$ cat src/rtl/fmasp_pkg.sv
package fmasp_pkg;
  localparam int unsigned EXP_W  = 8;
  localparam int unsigned FRAC_W = 23;
  localparam int unsigned FP_W   = 1 + EXP_W + FRAC_W;
  localparam int unsigned SGN_B  = FP_W - 1;
  localparam int unsigned QBIT   = FRAC_W - 1;
  localparam int unsigned N_OPS  = 3;

  localparam logic [FP_W-1:0] DEF_QNAN = {1'b0, {EXP_W{1'b1}}, 1'b1, {(FRAC_W-1){1'b0}}};

  typedef struct packed {
    logic sgn;
    logic zero;
    logic inf;
    logic qnan;
    logic snan;
  } fp_cls_t;

  typedef enum logic {
    NEG_PREFIX = 1'b0,
    NEG_FUSED  = 1'b1
  } neg_mode_e;
endpackage

$ cat src/rtl/fmasp_classify.sv
module fmasp_classify
  import fmasp_pkg::*;
(
  input  logic [FP_W-1:0] op,
  input  logic            ftz,
  output fp_cls_t         cls
);
  logic [EXP_W-1:0]  exp_f;
  logic [FRAC_W-1:0] frac_f;
  logic              exp_max;
  logic              exp_min;
  logic              frac_nz;

  assign exp_f   = op[FP_W-2:FRAC_W];
  assign frac_f  = op[FRAC_W-1:0];
  assign exp_max = &exp_f;
  assign exp_min = ~|exp_f;
  assign frac_nz = |frac_f;

  always_comb begin
    cls.sgn  = op[SGN_B];
    cls.zero = exp_min & (~frac_nz | ftz);
    cls.inf  = exp_max & ~frac_nz;
    cls.qnan = exp_max & frac_nz & frac_f[QBIT];
    cls.snan = exp_max & frac_nz & ~frac_f[QBIT];
  end
endmodule

$ cat src/rtl/fmasp_nan_pick.sv
module fmasp_nan_pick
  import fmasp_pkg::*;
#(
  parameter int unsigned NOPS = N_OPS
) (
  input  logic [NOPS-1:0][FP_W-1:0] ops,
  input  logic [NOPS-1:0]           is_snan,
  input  logic [NOPS-1:0]           is_qnan,
  output logic                      nan_hit,
  output logic                      snan_hit,
  output logic [FP_W-1:0]           nan_val
);
  logic [NOPS-1:0]           gnt_s;
  logic [NOPS-1:0]           gnt_q;
  logic [NOPS-1:0]           gnt;
  logic [NOPS-1:0][FP_W-1:0] quieted;

  genvar gi;
  generate
    for (gi = 0; gi < NOPS; gi++) begin : g_quiet
      assign quieted[gi] = ops[gi] | (FP_W'(1) << QBIT);
    end
  endgenerate

  always_comb begin
    logic seen_s;
    logic seen_q;
    seen_s = 1'b0;
    seen_q = 1'b0;
    for (int i = 0; i < NOPS; i++) begin
      gnt_s[i] = is_snan[i] & ~seen_s;
      seen_s   = seen_s | is_snan[i];
      gnt_q[i] = is_qnan[i] & ~seen_q;
      seen_q   = seen_q | is_qnan[i];
    end
    snan_hit = seen_s;
    nan_hit  = seen_s | seen_q;
    gnt      = seen_s ? gnt_s : gnt_q;
  end

  always_comb begin
    nan_val = '0;
    for (int i = 0; i < NOPS; i++) begin
      if (gnt[i]) nan_val = nan_val | quieted[i];
    end
  end
endmodule

$ cat src/rtl/fmasp_inf_resolve.sv
module fmasp_inf_resolve
  import fmasp_pkg::*;
(
  input  fp_cls_t cls_a,
  input  fp_cls_t cls_b,
  input  fp_cls_t cls_c,
  input  logic    neg_prod,
  output logic    zinf,
  output logic    inf_clash,
  output logic    inf_hit,
  output logic    inf_sgn
);
  logic prod_inf;
  logic prod_zero;
  logic prod_sgn;
  logic prod_inf_only;

  assign prod_inf      = cls_a.inf | cls_b.inf;
  assign prod_zero     = cls_a.zero | cls_b.zero;
  assign prod_sgn      = cls_a.sgn ^ cls_b.sgn ^ neg_prod;
  assign prod_inf_only = prod_inf & ~prod_zero;

  always_comb begin
    zinf      = prod_inf & prod_zero;
    inf_clash = prod_inf_only & cls_c.inf & (prod_sgn != cls_c.sgn);
    inf_hit   = prod_inf_only | cls_c.inf;
    inf_sgn   = prod_inf_only ? prod_sgn : cls_c.sgn;
  end
endmodule

$ cat src/rtl/fma_special_sel.sv
module fma_special_sel
  import fmasp_pkg::*;
(
  input  logic            clk,
  input  logic            rst_n,
  input  logic [FP_W-1:0] op_a,
  input  logic [FP_W-1:0] op_b,
  input  logic [FP_W-1:0] op_c,
  input  logic            neg_prod,
  input  logic            neg_res,
  input  logic            neg_mode,
  input  logic            inv_zinf_qnan,
  input  logic            ftz,
  output logic            ovr_valid,
  output logic [FP_W-1:0] ovr_result,
  output logic            invalid
);
  localparam logic [FP_W-1:0] SGN_MASK = FP_W'(1) << SGN_B;
  localparam logic [FP_W-1:0] INF_MAG  = {1'b0, {EXP_W{1'b1}}, {FRAC_W{1'b0}}};

  neg_mode_e mode;
  assign mode = neg_mode_e'(neg_mode);

  // operand classification, raw signs
  fp_cls_t cls_a, cls_b, cls_c;
  fmasp_classify u_cls_a (.op(op_a), .ftz(ftz), .cls(cls_a));
  fmasp_classify u_cls_b (.op(op_b), .ftz(ftz), .cls(cls_b));
  fmasp_classify u_cls_c (.op(op_c), .ftz(ftz), .cls(cls_c));

  // prefix mode: the product negation lands on A before NaN selection
  logic [FP_W-1:0] a_eff;
  assign a_eff = (neg_prod && mode == NEG_PREFIX) ? (op_a ^ SGN_MASK) : op_a;

  // priority lanes: index 0 = C, 1 = A, 2 = B
  logic [N_OPS-1:0][FP_W-1:0] lane_ops;
  logic [N_OPS-1:0]           lane_snan;
  logic [N_OPS-1:0]           lane_qnan;
  assign lane_ops  = {op_b, a_eff, op_c};
  assign lane_snan = {cls_b.snan, cls_a.snan, cls_c.snan};
  assign lane_qnan = {cls_b.qnan, cls_a.qnan, cls_c.qnan};

  logic            nan_hit;
  logic            snan_hit;
  logic [FP_W-1:0] nan_val;
  fmasp_nan_pick #(.NOPS(N_OPS)) u_pick (
    .ops      (lane_ops),
    .is_snan  (lane_snan),
    .is_qnan  (lane_qnan),
    .nan_hit  (nan_hit),
    .snan_hit (snan_hit),
    .nan_val  (nan_val)
  );

  logic zinf, inf_clash, inf_hit, inf_sgn;
  fmasp_inf_resolve u_inf (
    .cls_a     (cls_a),
    .cls_b     (cls_b),
    .cls_c     (cls_c),
    .neg_prod  (neg_prod),
    .zinf      (zinf),
    .inf_clash (inf_clash),
    .inf_hit   (inf_hit),
    .inf_sgn   (inf_sgn)
  );

  // next-state
  logic            vld_d;
  logic [FP_W-1:0] res_d;
  logic            inv_d;

  always_comb begin
    vld_d = 1'b0;
    res_d = '0;
    inv_d = 1'b0;
    if (nan_hit) begin
      vld_d = 1'b1;
      res_d = (neg_res && mode == NEG_PREFIX) ? (nan_val ^ SGN_MASK) : nan_val;
      inv_d = snan_hit | (zinf & inv_zinf_qnan);
    end else if (zinf || inf_clash) begin
      vld_d = 1'b1;
      res_d = DEF_QNAN;
      inv_d = 1'b1;
    end else if (inf_hit) begin
      vld_d = 1'b1;
      res_d = INF_MAG | ((inf_sgn ^ neg_res) ? SGN_MASK : '0);
    end
  end

  // output register, always enabled
  logic out_en;
  assign out_en = 1'b1;

  always_ff @(posedge clk or negedge rst_n) begin
    if (!rst_n) begin
      ovr_valid  <= 1'b0;
      ovr_result <= '0;
      invalid    <= 1'b0;
    end else if (out_en) begin
      ovr_valid  <= vld_d;
      ovr_result <= res_d;
      invalid    <= inv_d;
    end
  end

  // assertions
  AST_INVALID_NEEDS_VALID: assert property (@(posedge clk) disable iff (!rst_n)
    invalid |-> ovr_valid);

  AST_IDLE_OUTPUT_ZERO: assert property (@(posedge clk) disable iff (!rst_n)
    !ovr_valid |-> (ovr_result == '0));

  AST_NO_SIGNALING_OUT: assert property (@(posedge clk) disable iff (!rst_n)
    (ovr_valid && (&ovr_result[FP_W-2:FRAC_W]) && (|ovr_result[FRAC_W-1:0]))
      |-> ovr_result[QBIT]);

  AST_SNAN_FLAGS: assert property (@(posedge clk) disable iff (!rst_n)
    (|lane_snan) |=> (invalid && ovr_valid));

  AST_ZINF_DEFAULT: assert property (@(posedge clk) disable iff (!rst_n)
    (zinf && !cls_c.qnan && !cls_c.snan) |=> (ovr_result == DEF_QNAN && invalid));

  AST_PLAIN_NO_OVERRIDE: assert property (@(posedge clk) disable iff (!rst_n)
    (!(|lane_snan) && !(|lane_qnan) && !cls_a.inf && !cls_b.inf && !cls_c.inf)
      |=> !ovr_valid);
endmodule

$ cat config.mk
export PLATFORM = sky130hd
export DESIGN_NAME = fma_special_sel
export DESIGN_NICKNAME = d
export VERILOG_FILES = /design/src/rtl/fmasp_pkg.sv /design/src/rtl/fmasp_classify.sv /design/src/rtl/fmasp_nan_pick.sv /design/src/rtl/fmasp_inf_resolve.sv /design/src/rtl/fma_special_sel.sv
export SDC_FILE = /design/constraint.sdc
export NUM_CORES = 1
export LEC_CHECK = 0
export BUFFER_PORTS_ARGS = -buffer_cell sky130_fd_sc_hd__buf_2
export CORE_ASPECT_RATIO = 0.7
export CORE_MARGIN = 3
export CORE_UTILIZATION = 35
export CTS_BUF_LIST = sky130_fd_sc_hd__clkbuf_2
export DETAILED_ROUTE_END_ITERATION = 8
export PLACE_DENSITY = 0.79
export SYNTH_ARGS = -nofsm -noshare
export SYNTH_HDL_FRONTEND = slang
export SYNTH_SLANG_ARGS = --single-unit
$ cat constraint.sdc
create_clock -name clk -period 0.8 [get_ports clk]
set_input_delay 0.12 -clock clk [delete_from_list [all_inputs] [get_ports clk]]
set_output_delay 0.12 -clock clk [all_outputs]
set_load 0.1 [all_outputs]
# Word-level counts from Yosys, hierarchy flattened
# Index checks and enable logic that the tools add are counted.
# classes
reduce_logical	13
n_eq_ne	1
bitwise_logic	53
muxes	16
# op_table
cell	count
$mux 32	9
$reduce_or 23->1	3
$or 32x32->32	2
$reduce_and 8->1	3
$and 1x1->1	23
$reduce_or 8->1	2
$not 1->1	14
$or 1x1->1	11
$mux 1	6
$mux 3	1
$xor 1x1->1	3
$logic_and 1x1->1	2
$logic_not 1->1	2
$logic_or 1x1->1	1
$ne 1x1->1	1
# word_totals
inputBits	103
out_inout_bits	34
ff_bits	34

# Logic depth before layout (Yosys ltp)
# Gate-level depths: netlist of the first run.
# logic_depth
ltp_word	15
mapped_depth	8
mapped_depth_nobuf	7

# Modules after synthesis
# Synthesis of the first run repeated with hierarchy kept, for this count alone.
# hier_totals
hier_cells	307
area_unflattened_um2	2478.6
# by_module_without_submodules
mod	cells_per_inst	instances	area_each_um2	seq_area_each_um2
fma_special_sel	89	1	1199.9	850.8
fmasp_nan_pick	145	1	780.7	0.0
fmasp_classify	21	3	141.4	0.0
fmasp_inf_resolve	10	1	73.8	0.0

# Worst setup path after synthesis of the first run
# No wires, ideal clock.
# synth_path
path_kind	input -> register
from	in op_c[11]
to	reg ovr_result[24]
required_ns	0.669
arrival_time_ns	1.697
path_slack_ns	-1.028
path_stages	7
cell_sequence	nor4_2 -> nand4_1 -> o21a_2 -> nand3b_1 -> a2111o_1 -> buf_6 -> or3_1
# synth_via
elab_chain_cells	13
# synth_rtl
element	line	source
start, declared	fma_special_sel.sv:8	input logic [FP_W-1:0] op_c,
$reduce_or 23->1 *	fmasp_classify.sv:18	assign frac_nz = |frac_f;
$and 1x1->1	fmasp_classify.sv:24, fmasp_classify.sv:25	
$and 1x1->1	fmasp_classify.sv:25	cls.snan = exp_max & frac_nz & ~frac_f[QBIT];
$or 1x1->1 (2 in a row)	fmasp_nan_pick.sv:32	seen_s = seen_s | is_snan[i];
$mux 3	fmasp_nan_pick.sv:38	gnt = seen_s ? gnt_s : gnt_q;
$mux 32	fmasp_nan_pick.sv:44	if (gnt[i]) nan_val = nan_val | quieted[i];
$or 32x32->32	fmasp_nan_pick.sv:44	
$mux 32	fmasp_nan_pick.sv:44	
$or 32x32->32	fmasp_nan_pick.sv:44	
$mux 32	fmasp_nan_pick.sv:44	
$mux 32	fma_special_sel.sv:77	res_d = (neg_res && mode == NEG_PREFIX) ? (nan_val ^ SGN_MASK) : nan_val;
$mux 32 *	fma_special_sel.sv:75	if (nan_hit) begin
via res_d[24]	fma_special_sel.sv:68	logic [FP_W-1:0] res_d;
end signal, assigned	fma_special_sel.sv:100	ovr_result <= res_d;
end, declared	fma_special_sel.sv:15	output logic [FP_W-1:0] ovr_result,
# Mark *: on every way through the listed nets, which the timed path passes. The rest lies on a longest branch.

# Final worst setup path of the first run
# layout_path
from	in op_a[15]
to	reg ovr_result[24]
# layout_via
elab_chain_cells	13
# layout_rtl
element	line	source
start, declared	fma_special_sel.sv:6	input logic [FP_W-1:0] op_a,
$reduce_or 23->1 *	fmasp_classify.sv:18	
$and 1x1->1	fmasp_classify.sv:24, fmasp_classify.sv:25	
$and 1x1->1	fmasp_classify.sv:25	
$or 1x1->1 (2 in a row)	fmasp_nan_pick.sv:32	
$mux 3	fmasp_nan_pick.sv:38	
$mux 32	fmasp_nan_pick.sv:44	
$or 32x32->32	fmasp_nan_pick.sv:44	
$mux 32	fmasp_nan_pick.sv:44	
$or 32x32->32	fmasp_nan_pick.sv:44	
$mux 32	fmasp_nan_pick.sv:44	
$mux 32	fma_special_sel.sv:77	
$mux 32 *	fma_special_sel.sv:75	
via res_d[24]	fma_special_sel.sv:68	
# Marked as above.

==> key figures, run 1 <==
Clocking
  • CTS tree: yes
  • Worst-path clk slew: 170 ps
  • H-tree levels: 2
  • TritonCTS Buffers: 5
  • Clock buffer depth: 2
  • Hold_buf cts: 3
  • TritonCTS Sinks: 34
  • CTS root buf: clkbuf_2

Die
  • Die Y: 67.0 µm
  • Die X-Extent: 93.2 µm
  • Full die area: 6250 µm²
  • Row count: 21
  • Initial Utilization: 37.5%
  • Ports: 137
  • Core ar.: 4970 µm²

Finish
  • Fin area: 4050 µm²
  • Nets: 497
  • Inserted Diodes: 0
  • Share of cells above drive strength 1: 68.9%
  • Synth-to-Final Area Change: 117%

Pwr
  • Leak Pwr: 2.06 nW
  • Power Total: 3.48 mW
  • Peak VDD IR: 549 µV
  • Comb power frac: 26.5%
  • Switching portion of total power: 31.7%
  • Clock network power share: 23.4%
  • Psw: 1.10 mW
  • Sequential Power Share: 50.1%
  • Power density cells: 861 nW/µm²
  • Internal power: 2.38 mW

Timing
  • Post-layout min period: 1800 ps
  • Slew margin rel.: 64.2%
  • RSZ-0062 raised after global routing: yes
  • Final period util: 224%
  • Worst hold slack: -39.1 ps
  • Post-route setup slack: -995 ps
  • Pins over their slew limit: 0
  • F_max: 557 MHz
  • Setup-failing EPs final: 68
  • Worst-margin pin slew: 533 ps
  • Final Hold Vio Count: 9

Synthesis
  • Distinct cell type count after synthesis: 36
  • Top post-synthesis cells by area: dfrtp_1 (46%), a222oi_1 (12%), inv_1 (5.8%), nor4_1 (4.7%), nor4_2 (4.0%)
  • Syn_area_per_cell: 10.2 µm²
  • Number of synthesized flops with an enable pin: 0
  • Largest area contributor in the netlist: dfrtp_1
  • Synth warn: 0
  • Async S/R FF share, synth: 100%
  • Top cell type's share of synthesized area: 45.7%
  • FF+latch count, synth: 34
  • Seq/Total Area, Yosys: 45.7%
  • Synth Net Count: 286
  • Cells after Synth: 183
  • Synthesized area: 1860 µm²
  • Most common flop cell mapped by yosys: dfrtp_1

Worst setup path
  • Crit-path max FO: 6
  • WP data required: 1090 ps
  • CP arrival: 2080 ps
  • Crit-path cells: buf_2, nor3_1, nand4_4, o211ai_2, nand3b_1, a2111o_1, or3_1
  • Crit end category: flop
  • Crit path buf inv count: 1
  • Startpoint Class: input port
  • Slowest CP cell: nor3_1
  • Crit Path Category: in2reg
  • Crit path max-delay family: simple AND/OR/NAND/NOR gates
  • Max incr delay on CP: 460 ps

Placed design
  • Area after DPL: 3720 µm²
  • Port bufs: 136
  • Final GP Congestion: 0.954
  • Post-DP HPWL: 6.96 mm

Detailed routing
  • 1st-pass router iterations: 9
  • Antenna Nets Post-Route: 0
  • DR vias/cell: 5.75
  • Avg WL per Cell: 20.4 µm
  • Via Count: 2667
  • 1st-iter DRT viols: 268
  • Total wire length: 9.46 mm
  • Residual DRC: 6

Global route
  • Largest net degree at the start of global routing: 26
  • Gr usage total: 28.4%
  • Gr ovfl total: 0
  • Wire length of the first global-routing pass: 13.4 mm
  • Antenna violations before repair: 0
  • Vias in the first global route: 2707

Run status
  • Failing checks: design-rule violations, negative hold slack, negative setup slack
  • Status: complete, but fails checks

Job
  • MaxCap Viol Count: 0

Worst hold path
  • Worst min-delay path class: in2reg
==> per-stage QoR <==
stage          cells  hold slack [ps]  setup slack [ps]  util, %  setup TNS (ps)
3_3_place_gp     444            0.770             -1280     74.9          -38860
3_5_place_dp     444             4.16             -1460     74.9          -44300
5_1_grt          464            -59.9              -981     81.5          -43670
4_1_cts          459            -52.7              -859     78.0          -37930
6_report         464            -39.1              -995     81.5          -42020
2_1_floorplan    183             -176             -1010        -          -29030
==> routing by layer <==
metal / part of all wire (%) / GRT usage (%) / up-vias
met5: 0 / 0 / -
met4: 4.1 / 13.5 / 0
met3: 9.9 / 8.80 / 34
met2: 49 / 48.9 / 214
met1: 37 / 32.3 / 1266
li1: - / - / 1153
==> cell families after synthesis <==
kind of cell    after synthesis  synth area share (%)
xor+xnor                      5                  2.35
compound gates               41                  20.7
simple gates                 63                  22.2
mux                           2                  1.07
flops                        34                  45.7
buf+inv                      38                  8.06
==> final timing paths <==
kind	from	to	cells past startpoint
worst max-delay path	op_a[15]	ovr_result[24]	7
worst min-delay path	op_a[9]	ovr_result[9]	3
max in group asynchronous	rst_n	ovr_result[21]	3
min in group asynchronous	rst_n	ovr_result[8]	2
==> timing repair <==
action / in CTS / in global routing
endpoints found under the setup margin: 68 / 68
hold endpoints to repair: 47 / 9
pin swaps: 8 / 7
resized for setup: 11 / 22
setup buffers: 3 / 4
gates cloned: 1 / 1
==> cells in the final DEF, fill, tap and decap left out, types with 3 or more instances in the layout <==
cell / synthesis / layout
a222oi_1: 23 / 23
buf_12: 0 / 38
buf_2: 0 / 97
buf_4: 0 / 67
buf_6: 1 / 5
clkbuf_2: 0 / 5
dfrtp_1: 34 / 7
dfrtp_2: 0 / 27
dlygate4sd3_1: 0 / 3
inv_1: 29 / 29
nand2_1: 7 / 5
nand4_1: 8 / 8
nor2_1: 5 / 5
nor3_1: 9 / 6
nor4_1: 14 / 6
nor4_2: 6 / 7
nor4_4: 0 / 7
or3_1: 9 / 9
xnor2_1: 3 / 3
==> synth_stat cells (all sizes together) (2+ instances only) <==
cell type / number
a221oi: 2
a222oi: 23
clkbuf: 8
dfrtp: 34
inv: 29
mux2i: 2
nand2: 7
nand4: 9
nor2: 5
nor3: 9
nor4: 20
o211ai: 2
o21ai: 3
or3: 9
xnor2: 3
xor2: 2
==> sequential cells by signal (all words and copies together), names as in the netlist <==
name,flops
ovr_result,32
ovr_valid,1
invalid,1
==> final cells by class <==
class | instances | area [µm²]
timing repair buffer | 212 | 1880
multi-input combinational | 112 | 1050
fill | 297 | 920
sequential | 34 | 885
inverter | 29 | 109
tap | 69 | 86.3
clock buffer | 5 | 25.0
clock inverter | 3 | 16.3
==> power by group through the flow <==
| stage | combinational, mW | clock [mW] | sequential [mW] |
|---|---|---|---|
| 6_report | 0.923 | 0.815 | 1.74 |
| 5_1_grt | 0.976 | 0.907 | 1.75 |
| 4_1_cts | 0.864 | 0.824 | 1.74 |
| 3_5_place_dp | 0.830 | 0 | 1.78 |
| 3_3_place_gp | 0.801 | 0 | 1.77 |
| 2_1_floorplan | 0.106 | 0 | 1.86 |
(Power assumes the default switching activity.)
==> inputs of run 2 (changes only) <==
SETUP_SLACK_MARGIN = 0.15   (was default)
==> run 2 against run 1 <==
The run ends with negative hold slack, negative setup slack left. Clock-buffer cell count unchanged. Combinational power down 3.9%. Cell area up 0.49%. Critical path type unchanged.
==> key figures, run 2 (synthesized netlist as in run 1, its figures left out) <==
Finish
  • Largest Register: ovr_result
  • Core Util, Final: 81.9% (+0.40 points)
  • Share of cells above drive strength 1: 69.2% (+0.33 points)
  • Filler cells: 308 (+3.7%)
  • Biggest regs: ovr_result x32, invalid x1, ovr_valid x1
  • Nets: 485 (-2.4%)
  • Commonest cells after routing, fill and taps aside: buf_2 (96), buf_4 (53), buf_12 (38)
  • Largest register FFs: 32 (unchanged)
  • Synth-to-Final Area Change: 118%
  • Inserted Diodes: 0 (unchanged)
  • Most common cell after layout, fill and taps aside: buf_2

Worst hold path
  • Hold Path Depth: 3 (unchanged)
  • Hold Path End: ovr_result[7]
  • Hold Startpoint: op_a[7]
  • Worst min-delay path class: in2reg

Die
  • Core ar.: 4970 µm² (unchanged)
  • Ports: 137 (unchanged)
  • Die X-Extent: 93.2 µm (unchanged)
  • Full die area: 6250 µm² (unchanged)
  • Initial Utilization: 37.5% (unchanged)
  • Row count: 21 (unchanged)
  • Die Y: 67.0 µm (unchanged)

Timing
  • Worst hold slack: -48.4 ps (-9.30 ps)
  • Final period util: 214% (-10 points)
  • F_max: 583 MHz (+4.7%)
  • Worst-margin pin slew: 393 ps (-140 ps)
  • Post-route setup slack: -914 ps (+80.7 ps)
  • Post-layout min period: 1710 ps (-80.7 ps)
  • Final Hold Vio Count: 13 (+4)
  • RSZ-0062 raised after global routing: yes
  • Slew margin rel.: 73.8% (+9.6 points)
  • Setup TNS: -43030 ps (-1010 ps)
  • Pins over their slew limit: 0 (unchanged)
  • Setup-failing EPs final: 68 (unchanged)

Global route
  • Largest net degree at the start of global routing: 35 (+35%)
  • GR Util met2: 53.6% (+4.8 points)
  • Met3 Resource Use GR: 9.26% (+0.45 points)
  • Met1 Usage GRT: 32.8% (+0.53 points)
  • Wire length of the first global-routing pass: 13.6 mm (+1.5%)
  • Gr usage total: 29.2% (+0.87 points)
  • GRT Max-Usage Layer: met2
  • Vias in the first global route: 2734 (+1.0%)
  • Antenna violations before repair: 0 (unchanged)
  • Gr ovfl total: 0 (unchanged)

Detailed routing
  • Antenna Nets Post-Route: 0 (unchanged)
  • DR vias/cell: 5.71 (-0.58%)
  • 1st-pass router iterations: 6 (-3)
  • Via Count: 2583 (-3.1%)
  • Avg WL per Cell: 20.1 µm (-1.5%)
  • 1st-iter DRT viols: 212 (-21%)
  • Residual DRC: 0 (-6)
  • Total wire length: 9.08 mm (-4.1%)

Clocking
  • TritonCTS Buffers: 5 (unchanged)
  • H-tree levels: 2 (unchanged)
  • TritonCTS Sinks: 34 (unchanged)
  • Clock buffer depth: 2 (unchanged)
  • CTS tree: yes
  • Worst-path clk slew: 190 ps (+20 ps)
  • CTS root buf: clkbuf_2
  • Hold_buf cts: 1 (-2)

Job
  • MaxCap Viol Count: 0 (unchanged)

Worst setup path
  • Startpoint Class: input port
  • Crit Path Category: in2reg
  • Crit-path cells: buf_8, nor4_4, nand4_2, o211ai_2, nand3b_1, a2111o_1, or3_1
  • Crit path max-delay family: simple AND/OR/NAND/NOR gates
  • Crit end category: flop
  • Crit-path max FO: 6 (unchanged)
  • WP data required: 1090 ps (about the same)
  • CP arrival: 2010 ps (-70 ps)
  • Slowest CP cell: a2111o_1
  • Max incr delay on CP: 410 ps (-50 ps)
  • Crit path launch: op_a[0]
  • Crit path buf inv count: 1 (unchanged)

Pwr
  • Power density cells: 852 nW/µm² (-1.1%)
  • Peak VDD IR: 493 µV (-10%)
  • Leak Pwr: 1.98 nW (-4.0%)

Placed design
  • Final GP Congestion: 0.828 (-13%)
  • Port bufs: 136 (unchanged)
  • Post-DP HPWL: 6.66 mm (-4.4%)

Run status
  • Failing checks: negative hold slack, negative setup slack
  • Status: complete, but fails checks
run 2: final cells by class:
type / count / area, µm² / share of cell area (%)
clock inverter: 3 / 16.3 / 0.400
tap: 69 / 86.3 / 2.12
inverter: 29 / 109 / 2.68
sequential: 34 / 978 / 24.1
timing repair buffer: 200 / 1840 / 45.2
clock buffer: 5 / 25.0 / 0.615
multi-input combinational: 112 / 1010 / 24.9
run 2: through the flow:
step | cell area, µm² | hold slack, ps | setup slack, ps | total power, mW | std cells
2_1_floorplan | 2060 | -176 | -1010 | 1.98 | 183
3_3_place_gp | 3720 | 90.2 | -1270 | 2.56 | 431
3_5_place_dp | 3720 | 98.4 | -1370 | 2.59 | 431
4_1_cts | 4000 | -72.4 | -814 | 3.45 | 448
5_1_grt | 4070 | -73.0 | -886 | 3.61 | 452
6_report | 4070 | -48.4 | -914 | 3.46 | 452
run 2: metal layers:
metal	wire length, µm	share of wire [%]
met1	3360	37
met2	4560	50
met3	983	11
met4	172	1.9
met5	0	0
run 2: worst max-delay path by stage:
| stage | end | slack, ps | cells after the start |
|---|---|---|---|
| 2_1_floorplan | ovr_result[24] | -1010 | 7 |
| 3_3_place_gp | ovr_result[24] | -1270 | 7 |
| 3_5_place_dp | ovr_result[31] | -1370 | 9 |
| 4_1_cts | ovr_valid | -810 | 7 |
| 5_1_grt | ovr_valid | -890 | 7 |
| 6_report | ovr_valid | -910 | 7 |
run 2: power breakdown:
part           leakage (nW)  switching (mW)  internal, mW  total, mW
clock network        0.0264           0.628         0.199      0.827
logic                  1.55           0.455         0.432      0.887
registers             0.406          0.0107          1.74       1.75
run 2: what timing repair did:
action,4_1_cts,5_1_grt
buffers inserted,5,3
setup endpoints to repair,68,68
hold endpoints to repair,53,19
pin swaps,29,19
gates cloned,3,1
gates resized for setup,26,4
==> inputs of run 3 (changes only) <==
REMOVE_ABC_BUFFERS = 1   (was default)
SKIP_LAST_GASP = 1   (was default)
SLEW_MARGIN = 20   (was default)
==> run 3 against run 2 <==
The flow still finishes with violations (negative hold slack, negative setup slack). Utilization down 3.5 points. Highest routed layer unchanged. Global-route usage shrank 3.3 points. Largest cell class unchanged. Worst hold slack improved by 19 ps. Combinational power fell by 2.6%. Routed wire length fell by 7.8%. Non-clock buffer count increased by 7.
==> key figures, run 3 (synthesized netlist as in run 1, its figures left out) <==
Clocking
  • TritonCTS Buffers: 5 (unchanged)
  • Clock buffer depth: 2 (unchanged)
  • Hold_buf cts: 1 (unchanged)
  • CTS tree: yes
  • TritonCTS Sinks: 34 (unchanged)
  • Worst-path clk slew: 190 ps (about the same)
  • CTS root buf: clkbuf_2
  • H-tree levels: 2 (unchanged)

Worst setup path
  • Crit end category: flop
  • Crit-path cells: buf_8, nor4_4, buf_4, nand4_1, o21ai_2, nand3b_1, a2111o_1, or3_1
  • Crit path buf inv count: 2 (+1)
  • CP arrival: 1990 ps (-20 ps)
  • Crit Path Category: in2reg
  • Startpoint Class: input port
  • Crit path max-delay family: simple AND/OR/NAND/NOR gates
  • Crit-path max FO: 6 (unchanged)
  • WP data required: 1060 ps (-30 ps)
  • Max incr delay on CP: 400 ps (about the same)
  • Slowest CP cell: or3_1

Placed design
  • Final GP Congestion: 0.886 (+7.0%)
  • Post-DP HPWL: 6.38 mm (-4.2%)
  • Port bufs: 136 (unchanged)

Timing
  • Post-layout min period: 1720 ps (+9.71 ps)
  • Pins over their slew limit: 0 (unchanged)
  • Setup TNS: -38540 ps (+4480 ps)
  • Slew margin rel.: 71.6% (-2.2 points)
  • F_max: 580 MHz (-0.56%)
  • Final Hold Vio Count: 10 (-3)
  • Post-route setup slack: -924 ps (-9.71 ps)
  • Final period util: 216% (+1.2 points)
  • Worst-margin pin slew: 426 ps (+32.8 ps)
  • Setup-failing EPs final: 68 (unchanged)
  • Worst hold slack: -29.6 ps (+18.8 ps)
  • RSZ-0062 raised after global routing: yes

Die
  • Die X-Extent: 93.2 µm (unchanged)
  • Row count: 21 (unchanged)
  • Initial Utilization: 37.5% (unchanged)
  • Full die area: 6250 µm² (unchanged)
  • Core ar.: 4970 µm² (unchanged)
  • Ports: 137 (unchanged)
  • Die Y: 67.0 µm (unchanged)

Finish
  • Nets: 492 (+1.4%)
  • Most common cell after layout, fill and taps aside: buf_2
  • Biggest regs: ovr_result x32, invalid x1, ovr_valid x1
  • Inserted Diodes: 0 (unchanged)
  • Commonest cells after routing, fill and taps aside: buf_2 (98), buf_4 (58), buf_12 (36)
  • Largest Register: ovr_result
  • Share of cells above drive strength 1: 58.9% (-10 points)
  • Largest register FFs: 32 (unchanged)
  • Synth-to-Final Area Change: 109%

Detailed routing
  • Top Metal Used: met4
  • Met2 Wirelength: 4.14 mm (-9.2%)
  • Avg WL per Cell: 18.3 µm (-9.0%)
  • Metal-1 WL: 3.24 mm (-3.6%)
  • Via Count: 2523 (-2.3%)
  • DR vias/cell: 5.51 (-3.6%)
  • Residual DRC: 0 (unchanged)
  • Total wire length: 8.37 mm (-7.8%)
  • 1st-iter DRT viols: 243 (+15%)
  • 1st-pass router iterations: 5 (-1)
  • Antenna Nets Post-Route: 0 (unchanged)
  • Wire length on met3: 850 µm (-14%)

Pwr
  • Power density cells: 948 nW/µm² (+11%)
  • Power Total: 3.69 mW (+6.6%)
  • Leak Pwr: 2.08 nW (+5.0%)
  • Peak VDD IR: 648 µV (+31%)

Global route
  • Antenna violations before repair: 0 (unchanged)
  • Wire length of the first global-routing pass: 12.3 mm (-9.3%)
  • Gr ovfl total: 0 (unchanged)
  • Vias in the first global route: 2487 (-9.0%)
  • Largest net degree at the start of global routing: 35 (unchanged)
  • Gr usage total: 25.9% (-3.3 points)

Worst hold path
  • Hold Path End: ovr_result[20]
  • Worst min-delay path class: in2reg
  • Hold Startpoint: op_a[20]
  • Hold Path Depth: 3 (unchanged)

Job
  • MaxCap Viol Count: 0 (unchanged)

Run status
  • Status: complete, but fails checks
  • Failing checks: negative hold slack, negative setup slack
run 3: cell types whose count changed in the layout (fill, tap and decap cells not counted), moves of 2 or more:
cell | previous run | this run
nor3_2 | 3 | 1
dfrtp_1 | 0 | 34
nor3_1 | 6 | 8
buf_12 | 38 | 36
buf_4 | 53 | 58
dfrtp_4 | 34 | 0
nor4_1 | 8 | 13
buf_6 | 7 | 10
nor4_4 | 8 | 4
buf_16 | 2 | 0
buf_2 | 96 | 98
run 3: worst min-delay path, cell delays in order:
cell and delay (ps):
buf_2 100, a222oi_1 60, inv_1 60
run 3: timing repair:
| action | 4_1_cts | 5_1_grt |
|---|---|---|
| endpoints found under the setup margin | 68 | 68 |
| hold endpoints to repair | 44 | 12 |
| cloned | 2 | 2 |
| pin swaps | 24 | 29 |
| gates resized for setup | 16 | 13 |
| setup buffers | 3 | 3 |
run 3: area by class of cell:
class	count	area, µm²
clock buffer	5	25.0
clock inverter	2	33.8
fill	301	1070
inverter	29	109
multi-input combinational	112	940
sequential	34	851
tap	69	86.3
timing repair buffer	207	1850
run 3: worst max-delay path by stage:
stage / startpoint / to / slack (ps) / cells past startpoint
floorplan: op_a[18] / ovr_result[31] / -1410 / 7
global placement: op_b[1] / ovr_result[31] / -1500 / 10
detailed placement: op_b[1] / ovr_result[31] / -1550 / 10
CTS: op_b[20] / ovr_result[28] / -900 / 8
global route: op_b[20] / ovr_result[7] / -990 / 11
finish: op_b[20] / ovr_result[25] / -920 / 8
run 3: power by group:
part           total, mW  switching (mW)  internal (mW)  leakage, nW
Combinational      0.864           0.430          0.433         1.57
Clock               1.09           0.583          0.504       0.0365
Sequential          1.74          0.0104           1.73        0.474
Total               3.69            1.02           2.67         2.08
run 3: through the flow:
step	hold slack (ps)	instance area, µm²	instances	util (%)	worst slack (ps)
6_report	-29.6	3890	458	78.4	-924
5_1_grt	-39.2	3890	458	78.4	-988
4_1_cts	-28.1	3770	453	75.9	-901
3_5_place_dp	91.2	3580	440	72.1	-1550
3_3_place_gp	90.3	3580	440	72.1	-1500
2_1_floorplan	-176	1820	174	-	-1410
run 3: routing by layer:
layer | track usage, % | vias to the layer above
met5 | 0 | -
met4 | 6.76 | 0
met3 | 5.08 | 14
met2 | 46.2 | 171
met1 | 32.2 | 1193
li1 | - | 1145
